### src/rtl/spi_fifo_irq_unit.sv
module spi_fifo_irq_unit #(
  parameter int DEPTH = 32,
  parameter int WIDTH = 16
) (
  input  logic                       clk,
  input  logic                       rst_n,
  input  logic                       enable,
  input  logic                       busy_in,
  input  logic                       slave_tx_busy_in,
  input  logic                       tx_push,
  input  logic [WIDTH-1:0]           tx_wdata,
  input  logic                       tx_pop,
  output logic [WIDTH-1:0]           tx_rdata,
  input  logic                       rx_push,
  input  logic [WIDTH-1:0]           rx_wdata,
  input  logic                       rx_pop,
  output logic [WIDTH-1:0]           rx_rdata,
  input  logic                       tx_thr_wr,
  input  logic [$clog2(DEPTH):0]     tx_thr_in,
  input  logic                       rx_thr_wr,
  input  logic [$clog2(DEPTH):0]     rx_thr_in,
  input  logic [4:0]                 irq_mask,
  input  logic [3:0]                 clr_bits,
  output logic [$clog2(DEPTH):0]     tx_level,
  output logic [$clog2(DEPTH):0]     rx_level,
  output logic [5:0]                 status,
  output logic [4:0]                 raw_irq,
  output logic [4:0]                 masked_irq,
  output logic                       irq
);
  localparam int AW = $clog2(DEPTH);
  localparam int LW = AW + 1;
  localparam logic [LW-1:0] FULL_LVL = LW'(DEPTH);

  logic [WIDTH-1:0] tx_mem [DEPTH];
  logic [WIDTH-1:0] rx_mem [DEPTH];
  logic [AW-1:0]    tx_wp, tx_rp, rx_wp, rx_rp;
  logic [LW-1:0]    tx_cnt, rx_cnt, tx_thr, rx_thr;
  logic             tx_ovf, rx_ovf, rx_unf;

  wire tx_full  = (tx_cnt == FULL_LVL);
  wire tx_empty = (tx_cnt == '0);
  wire rx_full  = (rx_cnt == FULL_LVL);
  wire rx_empty = (rx_cnt == '0);

  wire tx_wr = enable & tx_push & ~tx_full;
  wire tx_rd = enable & tx_pop  & ~tx_empty;
  wire rx_wr = enable & rx_push & ~rx_full;
  wire rx_rd = enable & rx_pop  & ~rx_empty;

  always_ff @(posedge clk or negedge rst_n) begin
    if (!rst_n) begin
      tx_wp <= '0; tx_rp <= '0; tx_cnt <= '0;
      rx_wp <= '0; rx_rp <= '0; rx_cnt <= '0;
    end else if (!enable) begin
      tx_wp <= '0; tx_rp <= '0; tx_cnt <= '0;
      rx_wp <= '0; rx_rp <= '0; rx_cnt <= '0;
    end else begin
      if (tx_wr) tx_wp <= tx_wp + 1'b1;
      if (tx_rd) tx_rp <= tx_rp + 1'b1;
      if (rx_wr) rx_wp <= rx_wp + 1'b1;
      if (rx_rd) rx_rp <= rx_rp + 1'b1;
      tx_cnt <= tx_cnt + LW'(tx_wr) - LW'(tx_rd);
      rx_cnt <= rx_cnt + LW'(rx_wr) - LW'(rx_rd);
    end
  end

  always_ff @(posedge clk) begin
    if (tx_wr) tx_mem[tx_wp] <= tx_wdata;
    if (rx_wr) rx_mem[rx_wp] <= rx_wdata;
  end

  always_ff @(posedge clk or negedge rst_n) begin
    if (!rst_n) begin
      tx_thr <= '0;
      rx_thr <= '0;
    end else if (!enable) begin
      if (tx_thr_wr) tx_thr <= tx_thr_in;
      if (rx_thr_wr) rx_thr <= rx_thr_in;
    end
  end

  always_ff @(posedge clk or negedge rst_n) begin
    if (!rst_n) begin
      tx_ovf <= 1'b0;
      rx_ovf <= 1'b0;
      rx_unf <= 1'b0;
    end else begin
      tx_ovf <= (tx_ovf & ~(clr_bits[0] | clr_bits[3])) | (enable & tx_push & tx_full);
      rx_ovf <= (rx_ovf & ~(clr_bits[0] | clr_bits[2])) | (enable & rx_push & rx_full);
      rx_unf <= (rx_unf & ~(clr_bits[0] | clr_bits[1])) | (enable & rx_pop & rx_empty);
    end
  end

  assign tx_rdata   = tx_empty ? '0 : tx_mem[tx_rp];
  assign rx_rdata   = rx_empty ? '0 : rx_mem[rx_rp];
  assign tx_level   = tx_cnt;
  assign rx_level   = rx_cnt;
  assign status     = {slave_tx_busy_in, rx_full, rx_empty, tx_empty, tx_full, busy_in};
  assign raw_irq    = {(rx_cnt > rx_thr), rx_ovf, rx_unf, tx_ovf, (tx_cnt <= tx_thr)};
  assign masked_irq = raw_irq & irq_mask;
  assign irq        = |masked_irq;

  p_level_cap_r2: assert property (@(posedge clk) disable iff (!rst_n)
    (tx_level <= FULL_LVL) && (rx_level <= FULL_LVL));

  p_tx_drop_r3: assert property (@(posedge clk) disable iff (!rst_n)
    (enable && tx_push && !tx_pop && tx_level == FULL_LVL) |=> (tx_level == FULL_LVL) && raw_irq[1]);

  p_rx_unf_r4: assert property (@(posedge clk) disable iff (!rst_n)
    (enable && rx_pop && rx_level == '0) |=> raw_irq[2] && (rx_level <= LW'(1)));

  p_rx_rise_r7: assert property (@(posedge clk) disable iff (!rst_n)
    $rose(raw_irq[4]) |-> $past(enable && rx_push));

  p_irq_mask_r8: assert property (@(posedge clk) disable iff (!rst_n)
    irq |-> (irq_mask != 5'd0));

  p_flush_r10: assert property (@(posedge clk) disable iff (!rst_n)
    !enable |=> (tx_level == '0) && (rx_level == '0));

  p_thr_hold_r11: assert property (@(posedge clk) disable iff (!rst_n)
    enable |=> $stable(tx_thr) && $stable(rx_thr));
endmodule

### config.mk
export PLATFORM = sky130hd
export DESIGN_NAME = spi_fifo_irq_unit
export DESIGN_NICKNAME = d
export VERILOG_FILES = /design/src/rtl/spi_fifo_irq_unit.sv
export SDC_FILE = /design/constraint.sdc
export NUM_CORES = 1
export LEC_CHECK = 0
export ABC_AREA = 0
export BUFFER_PORTS_ARGS = -buffer_cell sky130_fd_sc_hd__buf_2
export CAP_MARGIN = 10
export CORE_UTILIZATION = 57
export CTS_BUF_LIST = sky130_fd_sc_hd__clkbuf_16
export CTS_CLUSTER_DIAMETER = 30
export DETAILED_ROUTE_END_ITERATION = 7
export PLACE_DENSITY_LB_ADDON = 0.12
export SKIP_CTS_REPAIR_TIMING = 1
export SYNTH_ARGS = -nofsm -noshare
export SYNTH_HDL_FRONTEND = slang
export SYNTH_SLANG_ARGS = --single-unit
### constraint.sdc
create_clock -name clk -period 7.2 [get_ports clk]
set_input_delay 0.72 -clock clk [delete_from_list [all_inputs] [get_ports clk]]
set_output_delay 0.72 -clock clk [all_outputs]
set_load 0.005 [all_outputs]
* After elaboration in Yosys (flattened, before gate mapping) *
Memories as Yosys holds them, arrays and structs flattened.
Cells that the tools add are included.

storage, ports and cells
  register bits = 47
  RAM bits = 1024
  input port bits = 64
  output and inout bits = 61
  logic and storage cells = 79
  memories kept = 2

memory list
  name    words  width  read ports  clocked after memory_dff  wr ports  RTL line  RTL
  rx_mem  32     16     1           0                         1         36        logic [WIDTH-1:0] rx_mem [DEPTH];
  tx_mem  32     16     1           0                         1         35        logic [WIDTH-1:0] tx_mem [DEPTH];

cells by class
  add/sub/neg operators = 8
  $lt $le $gt $ge = 2
  equality and inequality tests = 6
  mux-type cells = 16
  bitwise operators = 29
  reduce and logical (&&, ||, !) cells = 5

operator list
  operator                                        count
  2-to-1 mux 5 bit                                8
  2-to-1 mux 16 bit                               2
  adder 5 x 1 -> 5 bit (second input constant)    4
  AND 1 bit                                       14
  adder 6 x 1 -> 6 bit                            2
  equality test 6 bit (second input constant)     2
  zero test 6 bit                                 2
  2-to-1 mux 6 bit                                2
  subtractor 6 x 1 -> 6 bit                       2
  != test 2 x 1 -> 1 bit (second input constant)  4
  NOT 1 bit                                       8
  greater-than comparator 6 bit                   1
  <= comparator 6 bit                             1
  bitwise OR 1 bit                                6
  AND 5 bit                                       1
  OR reduction 5 bit                              1
  2-to-1 mux 1 bit                                4
  AND reduction 2 bit                             2

* Depth between registers and ports, before layout *
Gate-level depths: netlist of run 1.

  depth after elaboration = 6
  mapped depth = 15

* Least setup slack after synthesis of run 1 *
No wires, ideal clock.

  path type = flip-flop to flip-flop
  start = reg tx_cnt[2], in the netlist tx_level[2]
  end = reg tx_cnt[5], in the netlist tx_level[5]
  setup time = 0.069 ns
  arrival = 3.036 ns
  required time = 7.131 ns
  slack = 4.095 ns
  cell stages (with the launch flop) = 16
  path buffers = 2
  clock period less this slack = 3.105 ns
  cells stage by stage = dfrtp_1 inv_1 ha_1 nor4bb_1 buf_2 nor2b_1 clkbuf_1 and2_1 ha_1 inv_1 ha_1 a21o_1 a21oi_1 o21bai_1 or4b_2 nand3_1

on the way
  elaborated cells between the ends (all ways) = 9
  those cells by class = add/sub (2); eq/ne (1); mux (1); bitwise (4); reduce/logical (1)

RTL lines
  what                       RTL line  RTL
  start: declaration         38        logic [LW-1:0] tx_cnt, rx_cnt, tx_thr, rx_thr;
  start signal: assignment   63        tx_cnt <= tx_cnt + LW'(tx_wr) - LW'(tx_rd);
  zero test 6 bit            42        wire tx_empty = (tx_cnt == '0);
  net tx_empty               42
  NOT 1 bit                  47        wire tx_rd = enable & tx_pop & ~tx_empty;
  AND 1 bit                  47
  subtractor 6 x 1 -> 6 bit  63
  2-to-1 mux 6 bit           55        end else if (!enable) begin

The timed path passes the listed nets, and every way through them passes these cells.
A chain may end at the register's enable or synchronous reset.

* Final worst setup path of run 1 *
  start = reg rx_rp[1]
  end = out rx_rdata[0]

on the way
  word-level cells in the longest chain between the ends = 2

RTL lines
  what                       RTL line  RTL
  start: declaration         37        logic [AW-1:0] tx_wp, tx_rp, rx_wp, rx_rp;
  start signal: assignment   62        if (rx_rd) rx_rp <= rx_rp + 1'b1;
  memory read (32 x 16 bit)  --
  2-to-1 mux 16 bit          96        assign rx_rdata = rx_empty ? '0 : rx_mem[rx_rp];
  end: declaration           17        output logic [WIDTH-1:0] rx_rdata,

Every way passes these cells.

==> impl_results.md, run 1 <==
* Total gr overflow at 0
* Yosys top cell area share at 73.0%
* Placed Area at 44000 µm²
* DRC violations left at 8
* Sink Count at 1071
* Initial Util at 57.7%
* Post-synth EDFFs at 1024
* Row count at 99
* Highest clock rate at 201 MHz
* End-of-flow core utilization at 68.4%
* Vias in the first global route at 21600
* Sequential area share after synthesis at 75.7%
* # port buffers at 120
* Vias per inst at 6.35
* Yosys top cell by area: edfxtp_1
* Area grow syn2layout at 18.7%
* Metal2 WL at 47300 µm
* Slew @ Worst Pin at 1.17 ns
* Crit path required time at 6.48 ns
* Fin Hold WS at 0.107 ns
* Crit path max-delay family: flip-flops
* CP Max Fanout at 59
* Wire per inst at 29.5 µm
* CP max stage delay at 1.05 ns
* Vias at 21600
* Rel. slew slack at 21.7%
* WL met3 at 9160 µm
* Initial DRC count at 2444
* Failing checks: DRC
* Clock Skew at 0.0242 ns
* All-Layer GR Usage at 27.4%
* Skew-Pair Late Insertion Delay at 0.74 ns
* Yosys warnings at 0
* Commonest cells in the netlist: 1024 x edfxtp_1, 256 x mux4_2, 94 x nor2_1
* Highest Signal Layer: met4
* Post-Syn Nets at 2128
* Die Span X at 274 µm
* Period utilization at 69.0%
* Final ANT Viol Nets at 0
* Mapped Area at 42100 µm²
* Maximum clock insertion buffer count at 3
* Boundary Pins at 125
* TritonCTS clock tree: yes
* Metal1 wirelength at 41200 µm
* Largest net degree at the start of global routing at 80
* Initial DRT Pass Iterations at 7
* GPL Wtd Cong at 0.851
* Nets at 2390
* Fin area at 50000 µm²
* Hpwl dp at 59100 µm
* Setup TNS Final at 0 ns
* Hold Crit Class: input pin to asynchronous set/reset pin
* PD cells at 368 nW/µm²
* Leakage at 16.7 nW
* Total Wirelength at 99900 µm
* Status: complete, but fails checks
* Synthesis-stage register bit count at 1071
* CP cell instances: buf_4 > mux4_2 > mux2i_1 > o22ai_1 > or3_1 > buf_2
* Die height at 274 µm
* Top_reg_cell synth: edfxtp_1
* Mapped Cells at 2022
* CP Class: flip-flop to output port
* Setup violators final at 0
* RSZ-0062 raised after global routing: no
* Die ar. at 75000 µm²
* Max cap viols at 0
* Core area at 73100 µm²
* Cell with the most instances after synthesis: edfxtp_1
* H-tree depth at 4
* VDD IR max at 0.000286 V
* Reg clk slew, reported paths at 0.04 ns
* Arrival @ worst endpoint at 4.24 ns
* First-pass GRT wire length at 146000 µm
* Share of cells above drive strength 1 at 31.7%
* CP Launch Type: flip-flop
* Avg Synthesized Cell Area at 20.8 µm²
* Initial antenna violation count at 2
* Filler cells at 4604
* Worst Path Buf+Inv at 2
* Distinct cells, synth at 55
* Largest cells by area after synthesis: edfxtp_1 73%, mux4_2 14%, dfrtp_1 2.8%, ha_1 1.2%, mux2i_1 1.2%
* Critical path's slowest cell: dfrtp_4
* CP endpoint kind: output port
* Clock buffer count from CTS at 178
* Ys async rst share at 4.39%
* Final min period at 4.96 ns
* CTS Root Cell: clkbuf_16
* Final Hold Fails at 0
* Final Slew Violations at 0
## cells in the final DEF, fill, tap and decap left out, types with 10 or more instances in the layout
cell type	instances
a21oi_1	22
a221oi_1	32
a22oi_1	16
and2_1	25
and2b_1	12
and3_1	17
buf_2	120
buf_4	76
bufinv_16	21
clkbuf_16	180
clkinv_1	24
clkinv_2	25
clkinv_4	21
clkinvlp_4	24
dfrtp_1	41
edfxtp_1	1024
ha_1	40
inv_1	66
inv_6	10
mux2i_1	50
mux4_2	256
nand2_1	50
nor2_1	91
nor2b_1	17
o21ai_0	15
o221ai_1	16
o22ai_1	16
or3_1	20
## flip-flops by register name, summed over array words and instances (netlist names)
signal and cells:
rx_ovf 1, tx_mem 512, tx_rp 5, tx_thr 6
rx_unf 1, tx_wp 5, rx_wp 5, rx_mem 512
tx_ovf 1, rx_rp 5, rx_level 6, rx_thr 6
tx_level 6
## kinds of logic (layout without fill, tap and decap cells)
kind of cell / count (synthesis) / in the layout / share of synthesized area [%]
AO/OA/AOI/OAI: 139 / 139 / 2.39
XOR/XNOR: 17 / 17 / 0.353
adder cells (fa/ha/maj): 42 / 42 / 1.28
buffers and inverters: 166 / 576 / 1.81
flip-flops: 1071 / 1071 / 75.7
multiplexers: 308 / 308 / 14.9
other: 0 / 2 / 0
AND/OR/NAND/NOR: 279 / 279 / 3.50
## area by class of cell
type	count	area, µm²	area share [%]
flip-flops and latches	1071	31900	63.9
multi-input cells	785	9480	18.9
clock buffers	180	4500	9.00
clock inverters	148	1490	2.98
repair buffers	198	1210	2.42
well taps	959	1200	2.40
inverters	50	188	0.375
diodes	2	5.00	0.0100
## report_power, final
group,switching (mW),internal (mW),total (mW)
registers,0.242,6.94,7.18
clock network,2.95,5.33,8.28
logic,1.55,1.39,2.94
## metal layers
metal | track usage, % | vias up
met4 | 8.73 | 0
met5 | 0 | -
met3 | 6.07 | 158
met2 | 41.1 | 1114
met1 | 40.5 | 11400
li1 | - | 8919
## through the flow
| stage | total power [mW] | setup slack [ns] | instances |
|---|---|---|---|
| after CTS | 18.5 | 2.21 | 3391 |
| after floorplan | 9.21 | 4.09 | 2022 |
| after detailed placement | 10.3 | 3.02 | 3063 |
| after global placement | 10.2 | 3.01 | 3063 |
| after global routing | 19.0 | 2.05 | 3391 |
| final | 18.4 | 2.24 | 3393 |
## worst paths after layout
check / start / end / slack (ns) / depth (start not counted)
max in group asynchronous: rst_n / tx_rp[1]$_DFFE_PN0P_ / 6.58 / 2
min reg2reg: rx_ovf$_DFF_PN0_ / rx_ovf$_DFF_PN0_ / 0.51 / 1
max: rx_rp[1]$_DFFE_PN0P_ / rx_rdata[0] / 2.24 / 6
min in group clk: rx_thr_in[5] / rx_thr[5]$_DFFE_PN0P_ / 0.20 / 3
min: rst_n / rx_thr[2]$_DFFE_PN0P_ / 0.11 / 2
max reg2reg: tx_level[3]$_DFF_PN0_ / tx_level[5]$_DFF_PN0_ / 3.08 / 13
Note: power is estimated with default switching activity, not from simulation.
==> inputs of run 2 (changes only) <==
==> constraint.sdc (replaced) <==
create_clock -name clk -period 5 [get_ports clk]
set_input_delay 0.5 -clock clk [delete_from_list [all_inputs] [get_ports clk]]
set_output_delay 0.5 -clock clk [all_outputs]
set_load 0.005 [all_outputs]
==> run 2 against run 1 <==
Compared with the run above:
- setup slack got worse by 1.7 ns
- clock power increased by 44%
- register-to-register slack worse by 1.9 ns
- clock skew about the same
- the run still ends with DRC left
- die area stayed put
- first-iteration DRC count is 8.6% lower
- highest routed layer unchanged
- critical endpoint is now tx_rdata[12]
- combinational power increased by 43%
==> impl_results.md, run 2 (same netlist as run 1, synthesis figures left out) <==
* Sequential Power Share at 39.0% (about the same)
* Fin area at 50300 µm² (+0.62%)
* H-tree depth at 4 (unchanged)
* Met2 Track Usage GR at 40.1% (-1.0 points)
* Sink Count at 1071 (unchanged)
* CP Launch Type: flip-flop
* PD cells at 525 nW/µm² (+43%)
* Reg clk slew, reported paths at 0.05 ns (about the same)
* Filler cells at 4518 (-1.9%)
* # port buffers at 120 (unchanged)
* Nets at 2420 (+1.3%)
* Highest clock rate at 225 MHz
* Share of cells above drive strength 1 at 31.8% (+0.10 points)
* Maximum clock insertion buffer count at 3 (unchanged)
* Vias per inst at 6.27 (-1.4%)
* TritonCTS clock tree: yes
* Sw frac at 25.5% (-0.23 points)
* Hpwl dp at 57300 µm (-3.1%)
* Placed Area at 44200 µm² (+0.38%)
* Net Switching at 6.75 mW (+42%)
* CP Max Fanout at 16 (-73%)
* Die ar. at 75000 µm² (unchanged)
* Hold Crit Class: input pin to flip-flop
* Setup TNS Final at 0 ns (unchanged)
* Crit. Startpoint: tx_level[3]$_DFF_PN0_
* Failing checks: DRC
* Leakage at 16.9 nW (+1.2%)
* Clock Skew at 0.0246 ns (+0.000363 ns)
* Final Hold Fails at 0 (unchanged)
* Largest net degree at the start of global routing at 63 (-21%)
* Initial antenna violation count at 3 (+1)
* Period utilization at 88.9%
* Row count at 99 (unchanged)
* Skew-Pair Late Insertion Delay at 0.74 ns (about the same)
* Met1 Use GR at 39.4% (-1.1 points)
* CP endpoint: tx_rdata[12]
* Arrival @ worst endpoint at 3.94 ns (-0.30 ns)
* Crit Reg-Reg Startpoint: tx_level[3]$_DFF_PN0_
* Final ANT Viol Nets at 0 (unchanged)
* Crit path required time at 4.50 ns (-1.98 ns)
* GPL Wtd Cong at 0.813 (-4.4%)
* Initial DRT Pass Iterations at 7 (unchanged)
* Die Span X at 274 µm (unchanged)
* Vias at 21500 (-0.44%)
* Setup violators final at 0 (unchanged)
* Busiest grt layer: met2
* First-pass GRT wire length at 143000 µm (-2.1%)
* Fin Hold WS at 0.0407 ns (-0.0659 ns)
* CP Class: flip-flop to output port
* Met3 Use GR at 5.54% (-0.53 points)
* Most frequent cells in the layout: 1024 x edfxtp_1, 256 x mux4_2, 179 x clkbuf_16
* VDD IR max at 0.000355 V (+24%)
* Biggest regs: rx_mem x512, tx_mem x512
* Initial Util at 57.7% (unchanged)
* RSZ-0062 raised after global routing: no
* Area taken by multi-input logic gates at 9470 µm² (about the same)
* Initial DRC count at 2233 (-8.6%)
* DRC violations left at 8 (unchanged)
* Worst r2r dst: tx_level[5]$_DFF_PN0_
* Status: complete, but fails checks
* Wire per inst at 28.3 µm (-4.0%)
* CP endpoint kind: output port
* Final min period at 4.44 ns
* Cell Int Power at 19.7 mW (+44%)
* Sequential Area at 31900 µm² (unchanged)
* CTS Root Cell: clkbuf_16
* Combinational power share at 15.9% (about the same)
* R2R depth at 13 (unchanged)
* Max cap viols at 0 (unchanged)
* Die height at 274 µm (unchanged)
* Rel. slew slack at 31.2% (+9.5 points)
* Vias in the first global route at 21900 (+1.7%)
* Most common cell after layout, fill and taps aside: edfxtp_1
* Boundary Pins at 125 (unchanged)
* Clock group share of total power at 45.1% (about the same)
* Core area at 73100 µm² (unchanged)
* Total gr overflow at 0 (unchanged)
* Slew @ Worst Pin at 1.03 ns (-0.144 ns)
* Clock buffer count from CTS at 177 (-0.56%)
* Area grow syn2layout at 19.4%
* Final Slew Violations at 0 (unchanged)
* Total Wirelength at 96900 µm (-3.1%)
* All-Layer GR Usage at 26.6% (-0.75 points)
* R2r setup slk at 1.16 ns (-1.92 ns)
## run 2: changes by cell type in the layout (fill, tap and decap cells not counted), moves of 3 or more
cell,delta
clkinvlp_4,-7
clkinv_2,+6
clkinv_4,-7
inv_1,+5
clkinv_16,+3
buf_12,+3
dlygate4sd3_1,+13
buf_4,+15
## run 2: how the worst min path moves through the flow
stage,startpoint,endpoint,slack [ns],depth (start not counted)
floorplan,rst_n,rx_level[0]$_DFF_PN0_,0.20,0
global placement,tx_ovf$_DFF_PN0_,tx_ovf$_DFF_PN0_,0.49,1
detailed placement,rx_thr[0]$_DFFE_PN0P_,rx_thr[0]$_DFFE_PN0P_,0.51,1
CTS,rst_n,rx_unf$_DFF_PN0_,-0.13,2
global route,rx_pop,rx_unf$_DFF_PN0_,0.04,2
finish,rx_pop,rx_unf$_DFF_PN0_,0.04,2
## run 2: power by group through the flow
stage,combinational [mW],clock (mW),sequential (mW)
final,4.19,11.9,10.3
after global routing,4.51,12.5,10.3
after CTS,4.23,12.1,10.3
after detailed placement,4.21,0,10.5
after global placement,4.16,0,10.5
after floorplan,3.03,0,10.2
## run 2: routing by layer
metal,wire (µm),vias up
li1,-,8965
met1,40600,11300
met2,45800,1035
met3,8060,151
met4,2390,0
met5,0,-
## run 2: final cells by class
class	instances	area share, %
Sequential cell	1071	63.5
Multi-Input combinational cell	785	18.8
Clock buffer	179	8.90
Clock inverter	151	3.04
Timing Repair Buffer	229	3.01
Tap cell	959	2.38
Inverter	50	0.373
Antenna cell	2	0.00994
## run 2: per-stage QoR
| stage | instances | utilization, % | power (mW) | setup slack, ns |
|---|---|---|---|---|
| 2_1_floorplan | 2022 | - | 13.3 | 1.89 |
| 3_3_place_gp | 3081 | 60.5 | 14.6 | 1.34 |
| 3_5_place_dp | 3081 | 60.5 | 14.7 | 1.17 |
| 4_1_cts | 3411 | 68.7 | 26.6 | 0.414 |
| 5_1_grt | 3425 | 68.9 | 27.3 | 0.232 |
| 6_report | 3426 | 68.9 | 26.4 | 0.556 |
## run 2: worst max-delay path: stages, from the launching register on
cell and delay, ns:
dfrtp_1 0.42, inv_1 0.11, ha_1 0.16, nor4bb_2 0.82
nand4bb_2 0.56, and2b_1 0.25, a221oi_1 0.46, o221ai_1 0.24
buf_2 0.18
